### config.mk
export PLATFORM = sky130hd
export DESIGN_NAME = mca_bank_logger
export DESIGN_NICKNAME = d
export VERILOG_FILES = /design/src/rtl/mcbl_pkg.sv /design/src/rtl/mcbl_decide.sv /design/src/rtl/mcbl_bank.sv /design/src/rtl/mcbl_global.sv /design/src/rtl/mca_bank_logger.sv
export SDC_FILE = /design/constraint.sdc
export NUM_CORES = 2
export LEC_CHECK = 0
export BUFFER_PORTS_ARGS = -buffer_cell sky130_fd_sc_hd__clkbuf_2
export CAP_MARGIN = 20
export CORE_MARGIN = 4
export CORE_UTILIZATION = 30
export DETAILED_ROUTE_END_ITERATION = 6
export GPL_ROUTABILITY_DRIVEN = 0
export HOLD_SLACK_MARGIN = 0.15
export SYNTH_ARGS = -nofsm -noshare
export SYNTH_HDL_FRONTEND = slang
export SYNTH_SLANG_ARGS = --single-unit
### constraint.sdc
create_clock -name clk -period 7 [get_ports clk]
set_input_delay 0.35 -clock clk [delete_from_list [all_inputs] [get_ports clk]]
set_output_delay 0.35 -clock clk [all_outputs]
set_load 0.02 [all_outputs]
### src/rtl/mcbl_pkg.sv
package mcbl_pkg;
   localparam int ST_VAL   = 63;
   localparam int ST_OVER  = 62;
   localparam int ST_UC    = 61;
   localparam int ST_AR    = 55;
   localparam int GS_MCIP  = 2;
   localparam int CAP_CTLP = 8;

   typedef enum logic [2:0] {
      RC_NONE   = 3'd0,
      RC_REJECT = 3'd1,
      RC_IGNORE = 3'd2,
      RC_DROP   = 3'd3,
      RC_RESET  = 3'd4,
      RC_LOGGED = 3'd5,
      RC_MARKED = 3'd6
   } res_code_e;

   typedef enum logic [1:0] {
      UPD_NONE = 2'd0,
      UPD_FULL = 2'd1,
      UPD_OVER = 2'd2
   } bank_upd_e;

   typedef struct packed {
      res_code_e code;
      bank_upd_e upd;
      logic      wr_gstat;
      logic      irq;
      logic      rst;
   } verdict_t;
endpackage

### src/rtl/mcbl_decide.sv
module mcbl_decide
   import mcbl_pkg::*;
#(
   parameter int DATA_W    = 64,
   parameter int NUM_BANKS = 4
) (
   input  logic [DATA_W-1:0] cap,
   input  logic [DATA_W-1:0] gctl,
   input  logic [DATA_W-1:0] gstat,
   input  logic [7:0]        bank_num,
   input  logic [DATA_W-1:0] req_status,
   input  logic              req_uncond,
   input  logic              mce_enable,
   input  logic              in_range,
   input  logic [DATA_W-1:0] sel_ctl,
   input  logic [DATA_W-1:0] sel_status,
   output verdict_t          verdict,
   output logic [DATA_W-1:0] new_status
);
   localparam logic [DATA_W-1:0] ALL_ONES = '1;

   logic req_ok, mcip, ar, uc, ctl_block, old_valid, old_uc;

   always_comb begin
      req_ok    = (cap != '0) && (bank_num < cap[7:0]) && in_range && req_status[ST_VAL];
      mcip      = gstat[GS_MCIP];
      ar        = req_status[ST_AR];
      uc        = req_status[ST_UC];
      ctl_block = (cap[CAP_CTLP] && (gctl != ALL_ONES)) || (sel_ctl != ALL_ONES);
      old_valid = sel_status[ST_VAL];
      old_uc    = sel_status[ST_UC];
   end

   always_comb begin
      verdict    = '{code: RC_REJECT, upd: UPD_NONE, wr_gstat: 1'b0, irq: 1'b0, rst: 1'b0};
      new_status = req_status;
      new_status[ST_OVER] = req_status[ST_OVER] | old_valid;
      if (!req_ok) begin
         verdict.code = RC_REJECT;
      end else if (!req_uncond && !ar && mcip) begin
         verdict.code = RC_IGNORE;
      end else if (uc) begin
         if (ctl_block) begin
            verdict.code = RC_DROP;
         end else if (!mce_enable || mcip) begin
            verdict.code = RC_RESET;
            verdict.rst  = 1'b1;
         end else begin
            verdict.code     = RC_LOGGED;
            verdict.upd      = UPD_FULL;
            verdict.wr_gstat = 1'b1;
            verdict.irq      = 1'b1;
         end
      end else if (!old_valid || !old_uc) begin
         verdict.code = RC_LOGGED;
         verdict.upd  = UPD_FULL;
      end else begin
         verdict.code = RC_MARKED;
         verdict.upd  = UPD_OVER;
      end
   end
endmodule

### src/rtl/mcbl_bank.sv
module mcbl_bank
   import mcbl_pkg::*;
#(
   parameter int DATA_W = 64
) (
   input  logic              clk,
   input  logic              rst_n,
   input  logic [3:0]        sw_we,
   input  logic [DATA_W-1:0] sw_wdata,
   input  bank_upd_e         upd,
   input  logic [DATA_W-1:0] upd_status,
   input  logic [DATA_W-1:0] upd_addr,
   input  logic [DATA_W-1:0] upd_misc,
   output logic [DATA_W-1:0] ctl,
   output logic [DATA_W-1:0] status,
   output logic [DATA_W-1:0] addr,
   output logic [DATA_W-1:0] misc
);
   localparam logic [DATA_W-1:0] OVER_MASK = DATA_W'(1) << ST_OVER;

   always_ff @(posedge clk or negedge rst_n) begin
      if (!rst_n) begin
         ctl    <= '1;
         status <= '0;
         addr   <= '0;
         misc   <= '0;
      end else begin
         if (sw_we[0]) ctl <= sw_wdata;
         if (upd == UPD_FULL)      status <= upd_status;
         else if (upd == UPD_OVER) status <= status | OVER_MASK;
         else if (sw_we[1])        status <= sw_wdata;
         if (upd == UPD_FULL)      addr <= upd_addr;
         else if (sw_we[2])        addr <= sw_wdata;
         if (upd == UPD_FULL)      misc <= upd_misc;
         else if (sw_we[3])        misc <= sw_wdata;
      end
   end
endmodule

### src/rtl/mcbl_global.sv
module mcbl_global #(
   parameter int                 DATA_W    = 64,
   parameter logic [DATA_W-1:0]  CAP_RESET = '0
) (
   input  logic              clk,
   input  logic              rst_n,
   input  logic [2:0]        sw_we,
   input  logic [DATA_W-1:0] sw_wdata,
   input  logic              gstat_upd,
   input  logic [DATA_W-1:0] gstat_new,
   output logic [DATA_W-1:0] cap,
   output logic [DATA_W-1:0] gstat,
   output logic [DATA_W-1:0] gctl
);
   always_ff @(posedge clk or negedge rst_n) begin
      if (!rst_n) begin
         cap   <= CAP_RESET;
         gstat <= '0;
         gctl  <= '1;
      end else begin
         if (sw_we[0]) cap <= sw_wdata;
         if (gstat_upd)      gstat <= gstat_new;
         else if (sw_we[1])  gstat <= sw_wdata;
         if (sw_we[2]) gctl <= sw_wdata;
      end
   end
endmodule

### src/rtl/mca_bank_logger.sv
module mca_bank_logger
   import mcbl_pkg::*;
#(
   parameter int DATA_W      = 64,
   parameter int NUM_BANKS   = 4,
   parameter bit CTL_PRESENT = 1'b1,
   parameter bit READ_REG    = 1'b0,
   localparam int NREGS      = 4 + 4 * NUM_BANKS,
   localparam int ADDR_W     = $clog2(NREGS)
) (
   input  logic              clk,
   input  logic              rst_n,
   input  logic              inj_valid,
   input  logic [7:0]        inj_bank,
   input  logic [DATA_W-1:0] inj_status,
   input  logic [DATA_W-1:0] inj_gstatus,
   input  logic [DATA_W-1:0] inj_addr,
   input  logic [DATA_W-1:0] inj_misc,
   input  logic              inj_uncond,
   input  logic              mce_enable,
   input  logic              reg_we,
   input  logic [ADDR_W-1:0] reg_addr,
   input  logic [DATA_W-1:0] reg_wdata,
   output logic [DATA_W-1:0] reg_rdata,
   output logic              res_valid,
   output logic [2:0]        res_code,
   output logic              mce_irq,
   output logic              reset_req
);
   localparam int BLK_W = ADDR_W - 2;
   localparam logic [DATA_W-1:0] CAP_RESET =
      DATA_W'((CTL_PRESENT ? 256 : 0) + NUM_BANKS);

   if (DATA_W < 64) begin : g_bad_width
      $error("DATA_W must be at least 64 to hold the status fields");
   end
   if (NUM_BANKS < 1 || NUM_BANKS > 255) begin : g_bad_banks
      $error("NUM_BANKS must lie in 1..255");
   end

   logic [DATA_W-1:0] b_ctl  [NUM_BANKS];
   logic [DATA_W-1:0] b_stat [NUM_BANKS];
   logic [DATA_W-1:0] b_addr [NUM_BANKS];
   logic [DATA_W-1:0] b_misc [NUM_BANKS];
   logic [DATA_W-1:0] cap, gstat, gctl;

   logic [BLK_W-1:0] blk_idx;
   logic [1:0]       field;
   logic [3:0]       field_we;
   assign blk_idx  = reg_addr[ADDR_W-1:2];
   assign field    = reg_addr[1:0];
   assign field_we = reg_we ? (4'b0001 << field) : 4'b0000;

   // selected bank for the injection
   logic              in_range;
   logic [DATA_W-1:0] sel_ctl, sel_status;
   assign in_range = 32'(inj_bank) < 32'(NUM_BANKS);

   always_comb begin
      sel_ctl    = '0;
      sel_status = '0;
      for (int i = 0; i < NUM_BANKS; i++) begin
         if (32'(inj_bank) == i) begin
            sel_ctl    = b_ctl[i];
            sel_status = b_stat[i];
         end
      end
   end

   verdict_t          verdict;
   logic [DATA_W-1:0] new_status;

   mcbl_decide #(.DATA_W(DATA_W), .NUM_BANKS(NUM_BANKS)) u_decide (
      .cap        (cap),
      .gctl       (gctl),
      .gstat      (gstat),
      .bank_num   (inj_bank),
      .req_status (inj_status),
      .req_uncond (inj_uncond),
      .mce_enable (mce_enable),
      .in_range   (in_range),
      .sel_ctl    (sel_ctl),
      .sel_status (sel_status),
      .verdict    (verdict),
      .new_status (new_status)
   );

   mcbl_global #(.DATA_W(DATA_W), .CAP_RESET(CAP_RESET)) u_global (
      .clk       (clk),
      .rst_n     (rst_n),
      .sw_we     ((blk_idx == '0) ? field_we[2:0] : 3'b000),
      .sw_wdata  (reg_wdata),
      .gstat_upd (inj_valid && verdict.wr_gstat),
      .gstat_new (inj_gstatus),
      .cap       (cap),
      .gstat     (gstat),
      .gctl      (gctl)
   );

   for (genvar b = 0; b < NUM_BANKS; b++) begin : g_bank
      logic      hit_sw;
      bank_upd_e upd_b;
      assign hit_sw = 32'(blk_idx) == b + 1;
      assign upd_b  = (inj_valid && in_range && 32'(inj_bank) == b) ? verdict.upd : UPD_NONE;

      mcbl_bank #(.DATA_W(DATA_W)) u_bank (
         .clk        (clk),
         .rst_n      (rst_n),
         .sw_we      (hit_sw ? field_we : 4'b0000),
         .sw_wdata   (reg_wdata),
         .upd        (upd_b),
         .upd_status (new_status),
         .upd_addr   (inj_addr),
         .upd_misc   (inj_misc),
         .ctl        (b_ctl[b]),
         .status     (b_stat[b]),
         .addr       (b_addr[b]),
         .misc       (b_misc[b])
      );
   end

   // read mux
   logic [DATA_W-1:0] rd_mux;
   always_comb begin
      rd_mux = '0;
      if (blk_idx == '0) begin
         case (field)
            2'd0:    rd_mux = cap;
            2'd1:    rd_mux = gstat;
            2'd2:    rd_mux = gctl;
            default: rd_mux = '0;
         endcase
      end else begin
         for (int i = 0; i < NUM_BANKS; i++) begin
            if (32'(blk_idx) == i + 1) begin
               case (field)
                  2'd0:    rd_mux = b_ctl[i];
                  2'd1:    rd_mux = b_stat[i];
                  2'd2:    rd_mux = b_addr[i];
                  default: rd_mux = b_misc[i];
               endcase
            end
         end
      end
   end

   if (READ_REG) begin : g_rd_reg
      always_ff @(posedge clk or negedge rst_n) begin
         if (!rst_n) reg_rdata <= '0;
         else        reg_rdata <= rd_mux;
      end
   end else begin : g_rd_comb
      assign reg_rdata = rd_mux;
   end

   // registered result
   always_ff @(posedge clk or negedge rst_n) begin
      if (!rst_n) begin
         res_valid <= 1'b0;
         res_code  <= RC_NONE;
         mce_irq   <= 1'b0;
         reset_req <= 1'b0;
      end else begin
         res_valid <= inj_valid;
         res_code  <= inj_valid ? verdict.code : RC_NONE;
         mce_irq   <= inj_valid && verdict.irq;
         reset_req <= inj_valid && verdict.rst;
      end
   end
endmodule

# After elaboration in Yosys (flattened, before gate mapping)
# Cells that the tools add are included.
# totals
wordCells	172
romBits	0
latchBits	0
inputBits	339
mem_count	0
register_bits	1222
output_inout_bits	70
ramBits	0
# op_classes
n_mux	71
mul	0
add_sub_neg	0
n_reduce_logical	47
n_eq_ne	23
n_bitwise	1
n_lt_le_gt_ge	2
shift	1
n_div	0
# ops
operator	n
$mux 64	43
$pmux 64 s3	5
$ne 64x64->1 const B	2
$reduce_bool 64->1	1
$reduce_bool 2->1	13
$mux 4	6
$mux 3	7
$mux 5	4
$eq 8x2->1 const B	2
$logic_and 1x1->1	14
$reduce_bool 3->1	4
$eq 2x1->1 const B	5
$eq 2x2->1 const B	5
$eq 8x1->1 const B	1
$logic_not 8->1	1
$lt 8x3->1 const B	1
$lt 8x8->1	1
$mux 2	4
$ne 2x2->1 const B	4
$reduce_and 2->1	4
$eq 3x2->1 const B	2
$logic_not 1->1	5
$shl 1x2->4 const A	1
$eq 3x1->1 const B	1
6 further kinds	9

# Logic depth before layout (Yosys ltp)
# logic_depth
ltp_word	15
ltp_mapped	15

# Hierarchy
# From an unflattened synthesis, not the netlist that was laid out.
# hier_totals
cells_unflattened	6749
hier_area_um2	74480.2
# modules_own_cells
module	area_each_um2	cells_per_inst	n_inst
mcbl_bank	12550.8	1119	4
mca_bank_logger	15080.7	1537	1
mcbl_global	7852.5	547	1
mcbl_decide	1343.8	189	1

# Least setup slack after synthesis
# Ideal clock, no wire load.
# synth_path
path_kind	register to register
startpoint	reg u_global.cap[2]
endpoint	reg g_bank[0].u_bank.status[10]
n_path_buf	4
synth_period_minus_slack_ps	3941
arrival_time_ps	3804
path_stages_with_launch	16
path_slack_ps	3059
t_required_ps	6863
cell_sequence	dfstp_2 > inv_1 > ha_1 > a211o_1 > a31oi_1 > o21ai_1 > or4b_4 > nor3_4 > and3_1 > ha_1 > clkbuf_1 > buf_2 > buf_2 > buf_1 > mux2i_1 > a21oi_1
# synth_between
elab_chain_cells	9
# synth_lines
item	line_no	source
start, declared	mcbl_global.sv:11	output logic [DATA_W-1:0] cap,
start signal, assigned	mcbl_global.sv:21	if (sw_we[0]) cap <= sw_wdata;
$lt 8x8->1 / $reduce_bool 64->1 (equally long branches)	mcbl_decide.sv:25	req_ok = (cap != '0) && (bank_num < cap[7:0]) && in_range && req_status[ST_VAL];
$logic_and 1x1->1 (*) (3 in a row)	mcbl_decide.sv:25	
$mux 5 (*)	mcbl_decide.sv:38	if (!req_ok) begin
$mux 2 (*)	mca_bank_logger.sv:104	assign upd_b = (inj_valid && in_range && 32'(inj_bank) == b) ? verdict.upd : UPD_NONE;
$eq 2x1->1 / $eq 2x2->1 (equally long branches)	mcbl_bank.sv:29, mcbl_bank.sv:30	
$ne 2x2->1 (no source line) / $reduce_bool 2->1 (equally long branches)	n/a	
$reduce_and 2->1 (no source line)	n/a	
end signal, assigned	mcbl_bank.sv:29	if (upd == UPD_FULL) status <= upd_status;
end signal, assigned	mcbl_bank.sv:30	else if (upd == UPD_OVER) status <= status | OVER_MASK;
end signal, assigned	mcbl_bank.sv:31	else if (sw_we[1]) status <= sw_wdata;
end, declared	mcbl_bank.sv:15	output logic [DATA_W-1:0] status,
# Mark *: on every way between the ends. The rest lies on a longest branch, timed or not.
# A chain may end at the register's enable or synchronous reset.

# Final worst setup path
# layout_path
startpoint	reg g_bank[3].u_bank.ctl[6]
endpoint	reg g_bank[2].u_bank.status[8]
# layout_between
elab_chain_cells	11
# layout_lines
item	line_no	source
start, declared	mcbl_bank.sv:14	output logic [DATA_W-1:0] ctl,
start signal, assigned	mcbl_bank.sv:28	if (sw_we[0]) ctl <= sw_wdata;
$mux 64 (*)	mca_bank_logger.sv:63	if (32'(inj_bank) == i) begin
$ne 64x64->1 (*)	mcbl_decide.sv:29	ctl_block = (cap[CAP_CTLP] && (gctl != ALL_ONES)) || (sel_ctl != ALL_ONES);
$logic_or 1x1->1 (*)	mcbl_decide.sv:29	
$mux 5 (*)	mcbl_decide.sv:43	if (ctl_block) begin
$mux 5 (*)	mcbl_decide.sv:42	end else if (uc) begin
$mux 5 (*)	mcbl_decide.sv:40	end else if (!req_uncond && !ar && mcip) begin
$mux 5 (*)	mcbl_decide.sv:38	
$mux 2 (*)	mca_bank_logger.sv:104	
$eq 2x1->1 / $eq 2x2->1 (equally long branches)	mcbl_bank.sv:29, mcbl_bank.sv:30	
$ne 2x2->1 (no source line) / $reduce_bool 2->1 (equally long branches)	n/a	
$reduce_and 2->1 (no source line)	n/a	
end signal, assigned	mcbl_bank.sv:29	
end signal, assigned	mcbl_bank.sv:30	
end signal, assigned	mcbl_bank.sv:31	
end, declared	mcbl_bank.sv:15	
# Marks and branches as above.

==> summary.md <==
| Metric | Value |
|---|---|
| Seq pwr share | `a little under half` |
| Vias in the first global route | `~50000` |
| Switching power | `a little over 6 mW` |
| Synth cell types | `56` |
| Synth Instances | `5761` |
| Post-layout util | `between 30% and 40%` |
| Power Dens Cells | `276 mW/mm^2` |
| Via count | `50300` |
| Critical Path Max Stage Delay | `between 0.6 and 0.7 ns` |
| Crit-path slowest cell | `nor4_1` |
| Reg-to-reg setup timing slack | `~1.2 ns` |
| Fmax | `171 MHz` |
| Setup TNS | `0 ns` |
| Register area share after synthesis | `48.1%` |
| Tcrit/Tclk final | `between 80% and 90%` |
| CP Max Fanout | `roughly 220` |
| Buf+Inv Stages, Crit Path | `2` |
| Die width | `around 470 um` |
| Endpoint class of the critical path | `flop` |
| DR pass1 iterations | `6` |
| Crit-path cells | `nand4_1 > nor4_1 > buf_2 > nand4_1 > a21oi_1 > o21ai_0 > o21ai_1 > and3_1 > ha_4 > buf_12 > mux2i_1 > a21oi_1` |
| Placed Cells | `about 8500` |
| Die H | `471 um` |
| Share of cells above drive strength 1 | `between 20% and 30%` |
| Post-route insts no fill | `about 9000` |
| CTS H-tree lvls | `4` |
| Clock power frac | `35.0%` |
| Max-Cap Viols | `0` |
| Clock tree buffer depth | `3` |
| Largest area contributor in the netlist | `dfrtp_1` |
| GRT overflow | `0` |
| RSZ-0062 raised after global routing | `false` |
| Number of antenna violations at the first check in global routing | `66` |
| Slew Limit Fails | `between 100 and 150` |
| Total setup buffers inserted after CTS | `0` |
| Final hold vios | `0` |
| Placed cell areas | `slightly below 0.07 mm^2` |
| Worst-Margin Slew | `approximately 1.7 ns` |
| Worst slew margin | `-14.4%` |
| Clock Skews | `about 0.035 ns` |
| CP top delay family | `simple AND/OR/NAND/NOR gates` |
| Post-synth top flop | `dfrtp_1` |
| P_leak | `29.6 nW` |
| Post-synth top area share | `a little over a third` |
| Final net count | `6485` |
| Port Buffers | `~410` |
| Worst EP arrival | `6.47 ns` |
| Worst hold path class | `in -> reg` |
| Cell Int Power | `around 15 mW` |
| Mean post-synth cell area | `11.2 um^2` |
| DPL Wire Length | `176000 um` |
| DR vias/cell | `about 5.5` |
| I/O Pins | `between 400 and 500` |
| WL/cell | `roughly 29 um` |
| Fin crit period | `approximately 6 ns` |
| Violations in the final reports | `slew limit` |
| FP Rows | `roughly 170` |
| Startpoint type of the worst setup path | `flop` |
| Post-cts sizing count | `0` |
| Final setup violation count | `0` |
| Post-synth EDFFs | `0` |
| Mapped Area | `0.0644 mm^2` |
| Remaining DRCs | `0` |
| Ranking of synthesized cells by area | `dfrtp_1, mux2i_1, dfstp_2` |
| Clk slew on worst S/H paths | `0.06 ns` |
| GR Util All Layers | `22.9%` |
| VDD IR-drop max | `roughly 0.25 mV` |
| Comb power frac | `a little under a fifth` |
| Top-count cell post-synth | `mux2i_1` |
| Initial DRC Count | `approximately 4700` |
| Total power | `around 21 mW` |
| Clock root buffer | `clkbuf_16` |
| Initial Util | `a little under a third` |
| Setup Crit Path Kind | `reg -> reg` |
| Largest net degree at the start of global routing | `~220` |
| CTS tree | `built` |
| Register bit total from synthesis | `1222` |
| Die footprint | `roughly 0.22 mm^2` |
| Critical path required time | `~7.6 ns` |
| Num CTS Buffers | `135` |
| Final ANT Viol Nets | `0` |
| Post-synth top cells | `mux2i_1, dfrtp_1, nand2_1` |
| First-pass GRT wire length | `roughly 370000 um` |
| Final wirelength | `about 260000 um` |
| Area delta synth->final | `18.2%` |
| Status | `complete, but fails checks` |
| Worst skew pair latency | `around 0.79 ns` |
| Core Region | `0.213 mm^2` |
| Design Area, Final | `around 0.076 mm^2` |
| Async set or reset register ratio after synthesis | `100%` |
| Clock sink count | `about 1200` |
| Syn_nets | `around 6000` |
| Sw frac | `about 29%` |
| YS warnings | `0` |
## worst paths after layout
kind,startpoint,end,depth (start not counted)
setup / recovery,g_bank[3].u_bank.ctl[6],g_bank[2].u_bank.status[8],12
hold / removal,reg_wdata[47],g_bank[0].u_bank.status[47],3
setup reg to reg,g_bank[3].u_bank.ctl[6],g_bank[2].u_bank.status[8],12
hold reg to reg,g_bank[2].u_bank.status[62],g_bank[2].u_bank.status[62],1
max in group asynchronous,rst_n,u_global.cap[45],4
min in group asynchronous,rst_n,g_bank[2].u_bank.addr[6],2
## logic make-up (layout without fill, tap and decap cells)
group,count (synthesis),count (layout),synth area share [%]
multiplexers,1564,1564,30.0
flip-flops,1222,1222,48.1
AND/OR/NAND/NOR,1208,1208,7.94
AO/OA/AOI/OAI,1144,1144,9.39
buffers and inverters,608,1091,4.31
adder cells (fa/ha/maj),15,15,0.291
other,0,34,0
## area by class of cell
| cell class | instances | area [um^2] |
|---|---|---|
| inverters | 46 | 173 |
| fillers | 20900 | 137000 |
| multi-input cells | 3931 | 30900 |
| repair buffers | 795 | 6030 |
| diodes | 34 | 85.1 |
| flip-flops and latches | 1222 | 31000 |
| clock inverters | 28 | 364 |
| clock buffers | 222 | 4160 |
| well taps | 2821 | 3530 |
## metal layers
metal  GRT usage [%]  up-vias  part of all wire [%]
li1                -    21500                     -
met1            29.5    25800                    40
met2            34.6     2293                    44
met3            5.24      698                   8.1
met4            14.7       38                   7.5
met5               0        -                 0.082
## power groups by stage
stage,clock [mW],combinational [mW],sequential [mW]
floorplan,0,2.49,9.44
global placement,0,3.50,9.87
detailed placement,0,3.62,9.94
CTS,7.47,3.79,9.83
global route,7.76,4.15,10.0
finish,7.37,3.80,9.86
## cell usage in the layout, fill, tap and decap left out, types with 14 or more instances in the layout
cell type      count
buf_4             78
a22o_1            14
buf_12            22
inv_1             45
mux4_2           252
diode_2           34
mux2i_1          920
a22oi_1           53
dlygate4sd3_1    285
nor2_4            15
nor2_1           371
mux2_2           388
o21ai_1           62
nor4_1            37
a21oi_1          375
nand4_1           87
clkbuf_8          31
nand2_1          636
clkbuf_16        142
clkbuf_1          49
dfstp_2          322
o211ai_1          17
o21ai_0          570
clkbuf_2         402
o22ai_1           34
dfrtp_1          900
## flip-flops by register name, summed over array words and instances, names as in the netlist
register and cells:
g_bank.u_bank.addr 256, g_bank.u_bank.ctl 256, g_bank.u_bank.misc 256, g_bank.u_bank.status 256, mce_irq 1, res_code 3, res_valid 1, reset_req 1
u_global.cap 64, u_global.gctl 64, u_global.gstat 64
## stage by stage
step                hold slack, ns  setup WS (ns)
detailed placement           0.425           1.49
floorplan                   0.0544           3.06
global route                 0.202           1.04
global placement             0.429           1.01
finish                       0.203           1.16
CTS                          0.151           1.32
## worst min-delay path, cell delays in order
cell	delay [ns]
clkbuf_2	0.28
mux2i_1	0.22
a21oi_1	0.08
## timing repair
action                                 4_1_cts  5_1_grt
hold buffers                               285        0
endpoints found under the hold margin      981        0
setup endpoints to repair                    0        0
Power figures use the tool's default switching activity.
